==> config.mk <==
export PLATFORM = sky130hd
export DESIGN_NAME = epwm_gen
export DESIGN_NICKNAME = d
export VERILOG_FILES = /design/src/rtl/epwm_pkg.sv /design/src/rtl/epwm_regs.sv /design/src/rtl/epwm_timebase.sv /design/src/rtl/epwm_shadow.sv /design/src/rtl/epwm_wave.sv /design/src/rtl/epwm_steer.sv /design/src/rtl/epwm_gen.sv
export SDC_FILE = /design/constraint.sdc
export NUM_CORES = 1
export LEC_CHECK = 0
export BUFFER_PORTS_ARGS = -buffer_cell sky130_fd_sc_hd__clkbuf_2
export CAP_MARGIN = 20
export CORE_MARGIN = 2
export CORE_UTILIZATION = 35
export DETAILED_ROUTE_END_ITERATION = 12
export PLACE_DENSITY_LB_ADDON = 0.05
export SYNTH_ARGS = -nofsm -noshare
export SYNTH_HDL_FRONTEND = slang
export SYNTH_HIERARCHICAL = 1
export SYNTH_SLANG_ARGS = --single-unit
==> constraint.sdc <==
create_clock -name clk -period 2 [get_ports clk]
set_clock_uncertainty 0.05 [all_clocks]
set_input_delay 0.5 -clock clk [delete_from_list [all_inputs] [get_ports clk]]
set_output_delay 0.5 -clock clk [all_outputs]
set_load 0.02 [all_outputs]
==> src/rtl/epwm_pkg.sv <==
package epwm_pkg;
  localparam int PS_W  = 4;  // log2 of the largest prescale division
  localparam int OUT_N = 4;

  typedef enum logic [1:0] {
    MODE_SINGLE = 2'd0,
    MODE_HALF   = 2'd1,
    MODE_FWD    = 2'd2,
    MODE_REV    = 2'd3
  } epwm_mode_e;

  typedef enum logic [2:0] {
    SEL_PERIOD   = 3'd0,
    SEL_DUTY_HI  = 3'd1,
    SEL_DUTY_LO  = 3'd2,
    SEL_PRESCALE = 3'd3,
    SEL_MODE     = 3'd4
  } epwm_sel_e;
endpackage

==> src/rtl/epwm_regs.sv <==
module epwm_regs
  import epwm_pkg::*;
#(
  parameter int TMR_W  = 8,
  parameter int FRAC_W = 2,
  localparam int DUTY_W = TMR_W + FRAC_W
) (
  input  logic              clk,
  input  logic              rst_n,
  input  logic              wr_en,
  input  logic [2:0]        wr_sel,
  input  logic [TMR_W-1:0]  wr_data,
  output logic [TMR_W-1:0]  period_o,
  output logic [DUTY_W-1:0] duty_o,
  output logic [1:0]        ps_o,
  output epwm_mode_e        mode_o
);
  logic [TMR_W-1:0]  period_q, period_n;
  logic [TMR_W-1:0]  dhi_q, dhi_n;
  logic [FRAC_W-1:0] dlo_q, dlo_n;
  logic [1:0]        ps_q, ps_n;
  epwm_mode_e        mode_q, mode_n;

  always_comb begin
    period_n = period_q;
    dhi_n    = dhi_q;
    dlo_n    = dlo_q;
    ps_n     = ps_q;
    mode_n   = mode_q;
    if (wr_en) begin
      if (wr_sel == SEL_PERIOD)   period_n = wr_data;
      if (wr_sel == SEL_DUTY_HI)  dhi_n    = wr_data;
      if (wr_sel == SEL_DUTY_LO)  dlo_n    = wr_data[FRAC_W-1:0];
      if (wr_sel == SEL_PRESCALE) ps_n     = wr_data[1:0];
      if (wr_sel == SEL_MODE)     mode_n   = epwm_mode_e'(wr_data[1:0]);
    end
  end

  always_ff @(posedge clk or negedge rst_n) begin
    if (!rst_n) begin
      period_q <= '1;
      dhi_q    <= '0;
      dlo_q    <= '0;
      ps_q     <= '0;
      mode_q   <= MODE_SINGLE;
    end else begin
      period_q <= period_n;
      dhi_q    <= dhi_n;
      dlo_q    <= dlo_n;
      ps_q     <= ps_n;
      mode_q   <= mode_n;
    end
  end

  assign period_o = period_q;
  assign duty_o   = {dhi_q, dlo_q};
  assign ps_o     = ps_q;
  assign mode_o   = mode_q;
endmodule

==> src/rtl/epwm_timebase.sv <==
module epwm_timebase
  import epwm_pkg::*;
#(
  parameter int TMR_W  = 8,
  parameter int FRAC_W = 2,
  localparam int CNT_W = FRAC_W + PS_W
) (
  input  logic              clk,
  input  logic              rst_n,
  input  logic [TMR_W-1:0]  period_i,
  input  logic [1:0]        ps_sel_i,
  output logic [TMR_W-1:0]  tmr_o,
  output logic [FRAC_W-1:0] sub_o,
  output logic              step_o,
  output logic              prd_end_o
);
  logic [CNT_W-1:0] cnt_q, cnt_n;
  logic [TMR_W-1:0] tmr_q, tmr_n;
  logic [1:0]       ps_q, ps_n;
  logic [1:0]       ps_eff;
  logic [2:0]       shift;
  logic [CNT_W-1:0] low_mask;
  logic             step, tick, prd_end;

  // Division 1, 4, 16: the prescaler phase below the sub-count is 0, 2 or 4 bits wide.
  always_comb begin
    ps_eff   = ps_q[1] ? 2'd2 : ps_q;
    shift    = {ps_eff, 1'b0};
    low_mask = (CNT_W'(1) << shift) - CNT_W'(1);
    step     = (cnt_q & low_mask) == low_mask;
    sub_o    = FRAC_W'(cnt_q >> shift);
    tick     = step && (sub_o == {FRAC_W{1'b1}});
    prd_end  = tick && (tmr_q == period_i);
  end

  always_comb begin
    cnt_n = tick ? '0 : cnt_q + CNT_W'(1);
    tmr_n = tmr_q;
    if (tick) tmr_n = prd_end ? '0 : tmr_q + TMR_W'(1);
    ps_n  = prd_end ? ps_sel_i : ps_q;
  end

  always_ff @(posedge clk or negedge rst_n) begin
    if (!rst_n) begin
      cnt_q <= '0;
      tmr_q <= '0;
      ps_q  <= '0;
    end else begin
      cnt_q <= cnt_n;
      tmr_q <= tmr_n;
      ps_q  <= ps_n;
    end
  end

  assign tmr_o     = tmr_q;
  assign step_o    = step;
  assign prd_end_o = prd_end;
endmodule

==> src/rtl/epwm_shadow.sv <==
module epwm_shadow
  import epwm_pkg::*;
#(
  parameter int DUTY_W = 10
) (
  input  logic              clk,
  input  logic              rst_n,
  input  logic              prd_end_i,
  input  logic [DUTY_W-1:0] duty_i,
  input  epwm_mode_e        mode_i,
  output logic [DUTY_W-1:0] duty_o,
  output epwm_mode_e        mode_o
);
  logic [DUTY_W-1:0] duty_q, duty_n;
  epwm_mode_e        mode_q, mode_n;

  always_comb begin
    duty_n = prd_end_i ? duty_i : duty_q;
    mode_n = prd_end_i ? mode_i : mode_q;
  end

  always_ff @(posedge clk or negedge rst_n) begin
    if (!rst_n) begin
      duty_q <= '0;
      mode_q <= MODE_SINGLE;
    end else begin
      duty_q <= duty_n;
      mode_q <= mode_n;
    end
  end

  assign duty_o = duty_q;
  assign mode_o = mode_q;
endmodule

==> src/rtl/epwm_wave.sv <==
module epwm_wave #(
  parameter int TMR_W  = 8,
  parameter int FRAC_W = 2,
  localparam int DUTY_W = TMR_W + FRAC_W
) (
  input  logic              clk,
  input  logic              rst_n,
  input  logic              prd_end_i,
  input  logic              step_i,
  input  logic [TMR_W-1:0]  tmr_i,
  input  logic [FRAC_W-1:0] sub_i,
  input  logic [DUTY_W-1:0] duty_act_i,
  input  logic [DUTY_W-1:0] duty_nxt_i,
  output logic              pwm_o
);
  logic [DUTY_W:0] pos_next;
  logic            clear, pwm_q, pwm_n;

  // Clear at the end of the sub-step whose following position equals the duty.
  always_comb begin
    pos_next = {1'b0, tmr_i, sub_i} + (DUTY_W+1)'(1);
    clear    = step_i && (pos_next == {1'b0, duty_act_i});
    pwm_n    = pwm_q;
    if (clear)     pwm_n = 1'b0;
    if (prd_end_i) pwm_n = (duty_nxt_i != '0);
  end

  always_ff @(posedge clk or negedge rst_n) begin
    if (!rst_n) pwm_q <= 1'b0;
    else        pwm_q <= pwm_n;
  end

  assign pwm_o = pwm_q;
endmodule

==> src/rtl/epwm_steer.sv <==
module epwm_steer
  import epwm_pkg::*;
(
  input  epwm_mode_e       mode_i,
  input  logic             pwm_i,
  output logic [OUT_N-1:0] out_o
);
  always_comb begin
    out_o = '0;
    case (mode_i)
      MODE_SINGLE: out_o[0] = pwm_i;
      MODE_HALF: begin
        out_o[0] = pwm_i;
        out_o[1] = ~pwm_i;
      end
      MODE_FWD: begin
        out_o[0] = 1'b1;
        out_o[3] = pwm_i;
      end
      MODE_REV: begin
        out_o[2] = 1'b1;
        out_o[1] = pwm_i;
      end
      default: out_o = '0;
    endcase
  end
endmodule

==> src/rtl/epwm_gen.sv <==
module epwm_gen
  import epwm_pkg::*;
#(
  parameter int TMR_W  = 8,
  parameter int FRAC_W = 2,
  localparam int DUTY_W = TMR_W + FRAC_W
) (
  input  logic             clk,
  input  logic             rst_n,
  input  logic             wr_en,
  input  logic [2:0]       wr_sel,
  input  logic [TMR_W-1:0] wr_data,
  output logic [OUT_N-1:0] pwm_out
);
  logic [1:0]        rst_sync_q;
  logic              rst_i_n;
  logic [TMR_W-1:0]  period;
  logic [DUTY_W-1:0] duty_w, duty_act;
  logic [1:0]        ps_sel;
  epwm_mode_e        mode_w, mode_act;
  logic [TMR_W-1:0]  tmr;
  logic [FRAC_W-1:0] sub;
  logic              step, prd_end, pwm;

  always_ff @(posedge clk or negedge rst_n) begin
    if (!rst_n) rst_sync_q <= 2'b00;
    else        rst_sync_q <= {rst_sync_q[0], 1'b1};
  end
  assign rst_i_n = rst_sync_q[1];

  epwm_regs #(.TMR_W(TMR_W), .FRAC_W(FRAC_W)) u_regs (
    .clk(clk), .rst_n(rst_i_n), .wr_en(wr_en), .wr_sel(wr_sel), .wr_data(wr_data),
    .period_o(period), .duty_o(duty_w), .ps_o(ps_sel), .mode_o(mode_w)
  );

  epwm_timebase #(.TMR_W(TMR_W), .FRAC_W(FRAC_W)) u_tb (
    .clk(clk), .rst_n(rst_i_n), .period_i(period), .ps_sel_i(ps_sel),
    .tmr_o(tmr), .sub_o(sub), .step_o(step), .prd_end_o(prd_end)
  );

  epwm_shadow #(.DUTY_W(DUTY_W)) u_shadow (
    .clk(clk), .rst_n(rst_i_n), .prd_end_i(prd_end), .duty_i(duty_w),
    .mode_i(mode_w), .duty_o(duty_act), .mode_o(mode_act)
  );

  epwm_wave #(.TMR_W(TMR_W), .FRAC_W(FRAC_W)) u_wave (
    .clk(clk), .rst_n(rst_i_n), .prd_end_i(prd_end), .step_i(step),
    .tmr_i(tmr), .sub_i(sub), .duty_act_i(duty_act), .duty_nxt_i(duty_w),
    .pwm_o(pwm)
  );

  epwm_steer u_steer (.mode_i(mode_act), .pwm_i(pwm), .out_o(pwm_out));
endmodule

==> impl_results.md, run 1 <==
- Comb power frac: 0.380
- Ys flop type: dfrtp_1
- NumNets Final: roughly 320
- Chip Width: 94.9 µm
- Cell area after layout: approximately 3500 µm²
- WP data arrival: about 2.2 ns
- IO Count: 18
- Crit path launch: u_tb/ps_q[0]
- Achievable frequency: slightly below 500 MHz
- Final setup margin: -0.0181 ns
- Seq pwr share: 0.412
- DP Area: 3280 µm²
- GR Overflow Total: 0
- Unique cell type count in the Yosys netlist: between 50 and 60
- Via count: approximately 2000
- Ant diodes: 0
- Sw Share: 0.350
- Number of routed nets with antenna violations: 0
- Drt first-iter violations: roughly 120
- CTS root buf: clkbuf_8
- Worst setup EP type: flip-flop
- Post-route DRC: 0
- Port-buffer cells: 17
- Crit start category: flip-flop
- Asr flop ratio synth: 1.00
- Largest net degree at the start of global routing: 52
- 1st-pass router iterations: 4
- Hold_ws: between 0.2 and 0.25 ns
- Syn avg cell area: ~12 µm²
- First-pass GRT wire length: ~11 mm
- Die ar.: between 9000 and 10000 µm²
- Share of cells above drive strength 1: 0.407
- P_sw: 0.00130 W
- Max Slew Vio Count: 0
- Post-synth EDFFs: 0
- Wirelength per Cell: between 15 and 20 µm
- Die Ht: about 95 µm
- Sequential area share after synthesis: 0.462
- Reg2Reg Launch Point: u_tb/ps_q[0]
- Post-Place Worst Slack: -0.123 ns
- CP max FO: 4
- Syn-to-layout area delta: 20.7%
- Number of global-route vias before repair: slightly below 2000
- CTS tree: done
- Skew-Pair Late Insertion Delay: ~0.31 ns
- VDD IR max: 0.328 mV
- Outcome: complete, but fails checks
- Gpl congestion: ~0.77
- Crit path required time: 2.14 ns
- Power density cells: between 1000 and 1500 nW/µm²
- Core area: between 8000 and 9000 µm²
- All-Layer GR Usage: 0.156
- Worst setup path category: flip-flop to flip-flop
- Clock share of power: 0.209
- Cell internal pwr: between 0.002 and 0.0025 W
- Initial antenna violation count: 0
- Max Root-Sink Buffers: 2
- Post-Route WL: 6.54 mm
- Leak: approximately 1.6 nW
- Row count: 33
- Setup violators final: 1
- Failing checks: negative setup slack
- Unrepaired setup endpoints after global routing: true
- H-tree depth: 2
- Endpoints failing hold: 0
- Vias/cell: about 5.0
- Period minus WS final: around 2.0 ns
- Mapped Area: between 2000 and 3000 µm²
- Tcrit/Tclk final: 1.01
- CTS Buf Count: 5
- YS warnings: 6
- Clk sinks: 53
- Hpwl dp: around 4.7 mm
- Maxcap violations: 0
- Post-Syn Instances: approximately 250
- Syn_nets: ~270
- Register bit count reported by yosys: 53
- Hold Crit Class: flip-flop to async pin
- Starting density of the core: 0.357
- Clock-pin slew on the worst setup and hold paths: around 0.1 ns
- Sum Neg Setup Slack: -0.0181 ns
- Finished Core Util: 0.432
[cell type report]
cell class	count	area (µm²)
tap	105	131
clock inverter	2	37.5
timing repair buffer	48	338
fill	802	4600
inverter	6	22.5
clock buffer	6	82.6
multi-input combinational	185	1540
sequential	53	1340
[cells in the final DEF, fill, tap and decap left out, types with 3 or more instances in the layout]
cell / n
dfstp_2: 8
nand3_1: 11
buf_4: 26
clkbuf_2: 17
nor2_1: 13
xnor2_1: 16
mux2_2: 24
dfrtp_1: 44
nand2_1: 20
nand4_1: 5
o211ai_1: 5
clkbuf_8: 6
a21oi_1: 5
xnor2_2: 4
o21ai_1: 6
nor3_1: 4
and4bb_2: 3
xor2_1: 5
mux2i_1: 3
nor4_1: 3
and2_1: 4
inv_1: 6
o21ai_0: 4
mux2_4: 12
[power by group through the flow]
stage	clock (W)	combinational [W]	sequential, W
detailed placement	0	0.00132	0.00154
floorplan	0	0.000904	0.00154
global placement	0	0.00133	0.00154
CTS	0.000805	0.00134	0.00152
finish	0.000773	0.00140	0.00152
global route	0.000841	0.00157	0.00156
[per-layer routing]
| metal | global-route usage | vias to the layer above | wire (µm) | part of all wire |
|---|---|---|---|---|
| li1 | - | 1004 | - | - |
| met1 | 0.234 | 996 | 3350 | 0.51 |
| met2 | 0.232 | 19 | 2970 | 0.45 |
| met3 | 0.0263 | 9 | 116 | 0.018 |
| met4 | 0.0423 | 0 | 110 | 0.017 |
| met5 | 0 | - | 0 | 0 |
[cells by family after synthesis]
logic type                 after synthesis  share of synthesized area
AOI/OAI and AO/OA                       35                     0.0843
and+or+nand+nor                         82                      0.173
other                                    1                    0.00130
xor gates and xnor gates                25                     0.0757
buffers and inverters                   13                     0.0242
muxes                                   39                      0.166
adders and majority gates                3                     0.0130
DFF                                     53                      0.462
[cell usage after synthesis, types with 2 or more instances]
cell,instances,area [µm²]
nand4_1,5,31.3
mux2_4,12,180
dfstp_2,8,210
inv_1,6,22.5
and2_1,4,25.0
and4bb_2,3,37.5
nand2_1,20,75.1
xor2_1,5,43.8
xnor2_1,20,175
nor3_1,4,20.0
and3_1,2,12.5
dfrtp_1,45,1130
nor2_1,13,48.8
o21ai_1,8,40.0
a21oi_1,5,25.0
nor3b_1,2,15.0
nand4b_1,2,17.5
o211ai_1,5,37.5
ha_1,3,37.5
nor4_1,3,18.8
nand3_1,11,55.1
o21ai_0,4,20.0
mux2i_1,3,30.0
mux2_2,24,270
buf_2,5,25.0
o21a_1,2,15.0
buf_6,2,22.5
[metrics by stage]
step           std cells  total power, W
3_3_place_gp         392         0.00287
3_5_place_dp         392         0.00286
4_1_cts              403         0.00366
2_1_floorplan        251         0.00245
5_1_grt              405         0.00396
6_report             405         0.00370
[flip-flops by register name, indices dropped and copies added, names as in the netlist]
signal / cells
rst_sync_q: 2
u_regs/dhi_q: 8
u_regs/dlo_q: 2
u_regs/mode_o: 2
u_regs/period_o: 8
u_regs/ps_o: 2
u_shadow/duty_o: 10
u_shadow/mode_o: 2
u_tb/cnt_q: 6
u_tb/ps_q: 2
u_tb/tmr_o: 8
u_wave/pwm_o: 1
[path summary, 6_finish.rpt]
kind	to	slack, ns	depth (start not counted)
max	u_wave/pwm_o	-0.02	7
max in group asynchronous	rst_sync_q[1]	1.34	2
min in group clk	rst_sync_q[1]	0.31	0
max reg2reg	u_wave/pwm_o	-0.02	7
min reg2reg	u_tb/cnt_q[5]	0.20	1
min	u_tb/cnt_q[5]	0.20	1
[what timing repair did]
| item | CTS | global route |
|---|---|---|
| setup buffers | 2 | 1 |
| gates cloned | 0 | 1 |
| pin swaps | 4 | 3 |
| endpoints found under the setup margin | 1 | 3 |
| endpoints found under the hold margin | 2 | 0 |
| hold buffers | 1 | 0 |
| resized for setup | 1 | 9 |
[worst max-delay path, stage by stage (launching register included)]
cell	delay, ns
dfrtp_1	0.42
mux2i_1	0.24
o21ai_2	0.08
ha_2	0.20
or3_1	0.37
a31o_1	0.19
nor4_2	0.25
a31oi_1	0.11
Note: power is estimated with default switching activity, not from simulation.
==> inputs of run 2 (changes only) <==
--- a/config.mk
+++ b/config.mk
@@ -11,6 +11,7 @@
 export CORE_UTILIZATION = 35
 export DETAILED_ROUTE_END_ITERATION = 12
 export PLACE_DENSITY_LB_ADDON = 0.05
+export RECOVER_POWER = 25
 export SYNTH_ARGS = -nofsm -noshare
 export SYNTH_HDL_FRONTEND = slang
 export SYNTH_HIERARCHICAL = 1
==> run 2 against run 1 <==
Net effect:
- the run still ends with negative setup slack left
- largest power group unchanged
- register-to-register slack hardly changed
- combinational power hardly changed
- sequential share of layout area is 0.17 points higher
- die area did not move
- fmax is essentially flat
- core utilization is 0.19 points lower
- sequential power hardly changed
==> impl_results.md, run 2 (synthesis gave the netlist of run 1 again) <==
- Slew at the pin closest to its max-slew limit: between 1 and 1.5 ns
- Reg2Reg Launch Point: u_tb/ps_q[0]
- Post-Route WL: 6.55 mm (+0.11%)
- Number of routed nets with antenna violations: 0 (unchanged)
- Most frequent cells in the layout: dfrtp_1 (44), buf_4 (26), mux2_2 (24)
- WP data arrival: 2.16 ns (about the same)
- Share of cells above drive strength 1: 0.407 (unchanged)
- Worst setup EP type: flip-flop
- Syn-to-layout area delta: 20.2%
- Min-Delay Startpoint: rst_sync_q[0]
- Tot Pwr: 0.00370 W (-0.10%)
- Clk sinks: 53 (unchanged)
- CTS root buf: clkbuf_8
- Crit path max-delay cell type: dfrtp_1
- 1st-pass router iterations: 4 (unchanged)
- Post-route DRC: 0 (unchanged)
- Vias/cell: 5.00 (-0.15%)
- Outcome: complete, but fails checks
- All-Layer GR Usage: 0.156 (unchanged)
- Max reg flops: 10 (unchanged)
- Worst setup path category: flip-flop to flip-flop
- Worst stage delay on the critical path: 0.42 ns (about the same)
- Unrepaired setup endpoints after global routing: true
- Period minus WS final: 2.02 ns (-0.000384 ns)
- Wirelength per Cell: 16.2 µm (+0.11%)
- Final setup margin: -0.0178 ns (+0.000384 ns)
- CTS tree: done
- Failing checks: negative setup slack
- Setup violators final: 1 (unchanged)
- Crit path required time: 2.14 ns (about the same)
- Chip Width: 94.9 µm (unchanged)
- Max Root-Sink Buffers: 2 (unchanged)
- Via count: 2025 (-0.15%)
- Leak: 1.58 nW (-0.33%)
- Gpl congestion: 0.774 (unchanged)
- Tcrit/Tclk final: 1.01 (about the same)
- Max Slew Vio Count: 0 (unchanged)
- Finished Core Util: 0.430 (-0.00185)
- H-tree depth: 2 (unchanged)
- Core area: 8090 µm² (unchanged)
- Ant diodes: 0 (unchanged)
- Hpwl dp: 4.69 mm (unchanged)
- GR Overflow Total: 0 (unchanged)
- First-pass GRT wire length: 10.7 mm (unchanged)
- Port-buffer cells: 17 (unchanged)
- Fill cell count: 804 (+0.25%)
- Endpoints failing hold: 0 (unchanged)
- Die ar.: 9010 µm² (unchanged)
- Crit path launch: u_tb/ps_q[0]
- Largest net degree at the start of global routing: 52 (unchanged)
- Hold Crit Class: flip-flop to flip-flop
- Hold_ws: 0.313 ns (+0.112 ns)
- Commonest non-fill, non-tap cell in the layout: dfrtp_1
- Starting density of the core: 0.357 (unchanged)
- Post-Place Worst Slack: -0.123 ns (unchanged)
- NumNets Final: 316 (unchanged)
- Power density cells: 1060 nW/µm² (+0.33%)
- Clock-pin slew on the worst setup and hold paths: 0.10 ns (about the same)
- Achievable frequency: 496 MHz (about the same)
- Drt first-iter violations: 118 (+1.7%)
- Worst R2R Setup Slack: -0.02 ns (about the same)
- Die Ht: 94.9 µm (unchanged)
- CTS Buf Count: 5 (unchanged)
- Maxcap violations: 0 (unchanged)
- Number of global-route vias before repair: 1981 (unchanged)
- IO Count: 18 (unchanged)
- Initial antenna violation count: 0 (unchanged)
- Skew-Pair Late Insertion Delay: 0.31 ns (about the same)
- Worst rel slew slack: 0.121
- Row count: 33 (unchanged)
- Crit start category: flip-flop
- CP max FO: 4 (unchanged)
- Critical path, cell by cell: mux2i_1 -> o21ai_2 -> ha_2 -> or3_1 -> a31o_1 -> nor4_2 -> a31oi_1
- VDD IR max: 0.328 mV (about the same)
run 2: cell count changes in the layout (fill, tap and decap cells not counted), sizes merged:
cell	previous run	this run
buf	30	29
clkbuf	23	24
run 2: report_power, final:
part           internal, W  switching, W  total [W]
Clock             0.000407      0.000365   0.000772
Combinational     0.000684      0.000718    0.00140
Sequential         0.00131      0.000214    0.00152
Total              0.00240       0.00130    0.00370
run 2: layout make-up:
type | instances | area, µm² | share of cell area
clock inverters | 2 | 37.5 | 0.0108
repair buffers | 48 | 323 | 0.0928
multi-input cells | 185 | 1540 | 0.444
well taps | 105 | 131 | 0.0378
inverters | 6 | 22.5 | 0.00648
clock buffers | 6 | 82.6 | 0.0237
flip-flops and latches | 53 | 1340 | 0.385
run 2: what timing repair did:
item | CTS | global route
setup buffers | 2 | 1
endpoints found under the setup margin | 1 | 3
gates cloned | 0 | 1
hold buffers | 1 | 0
hold endpoints to repair | 2 | 0
pin swaps | 4 | 3
resized for setup | 1 | 9
run 2: critical path, delay by kind of cell, from the launching register on:
kind | cells | cell delay, ns
compound gates | 3 | 0.38
fa+ha+maj | 1 | 0.20
flops | 1 | 0.42
mux | 1 | 0.24
simple gates | 2 | 0.62
run 2: through the flow:
stage	setup TNS (ns)	std cells	instance area, µm²
2_1_floorplan	-0.000490	251	2900
3_3_place_gp	-0.0490	392	3280
3_5_place_dp	-0.123	392	3280
4_1_cts	-0.0519	403	3430
5_1_grt	-0.151	405	3480
6_report	-0.0178	405	3480
run 2: layer usage:
metal,up-vias,routed length [µm],GRT usage
li1,1003,-,-
met5,-,0,0
met4,0,110,0.0423
met3,9,116,0.0263
met2,19,2970,0.232
met1,994,3350,0.234
run 2: final timing paths:
path,end,cells after the start
worst max-delay path,u_wave/pwm_o,7
worst min-delay path,rst_sync_q[1],0
worst max register to register,u_wave/pwm_o,7
worst min register to register,rst_sync_q[1],0
max in group asynchronous,u_regs/dhi_q[0],1
min in group asynchronous,rst_sync_q[1],2
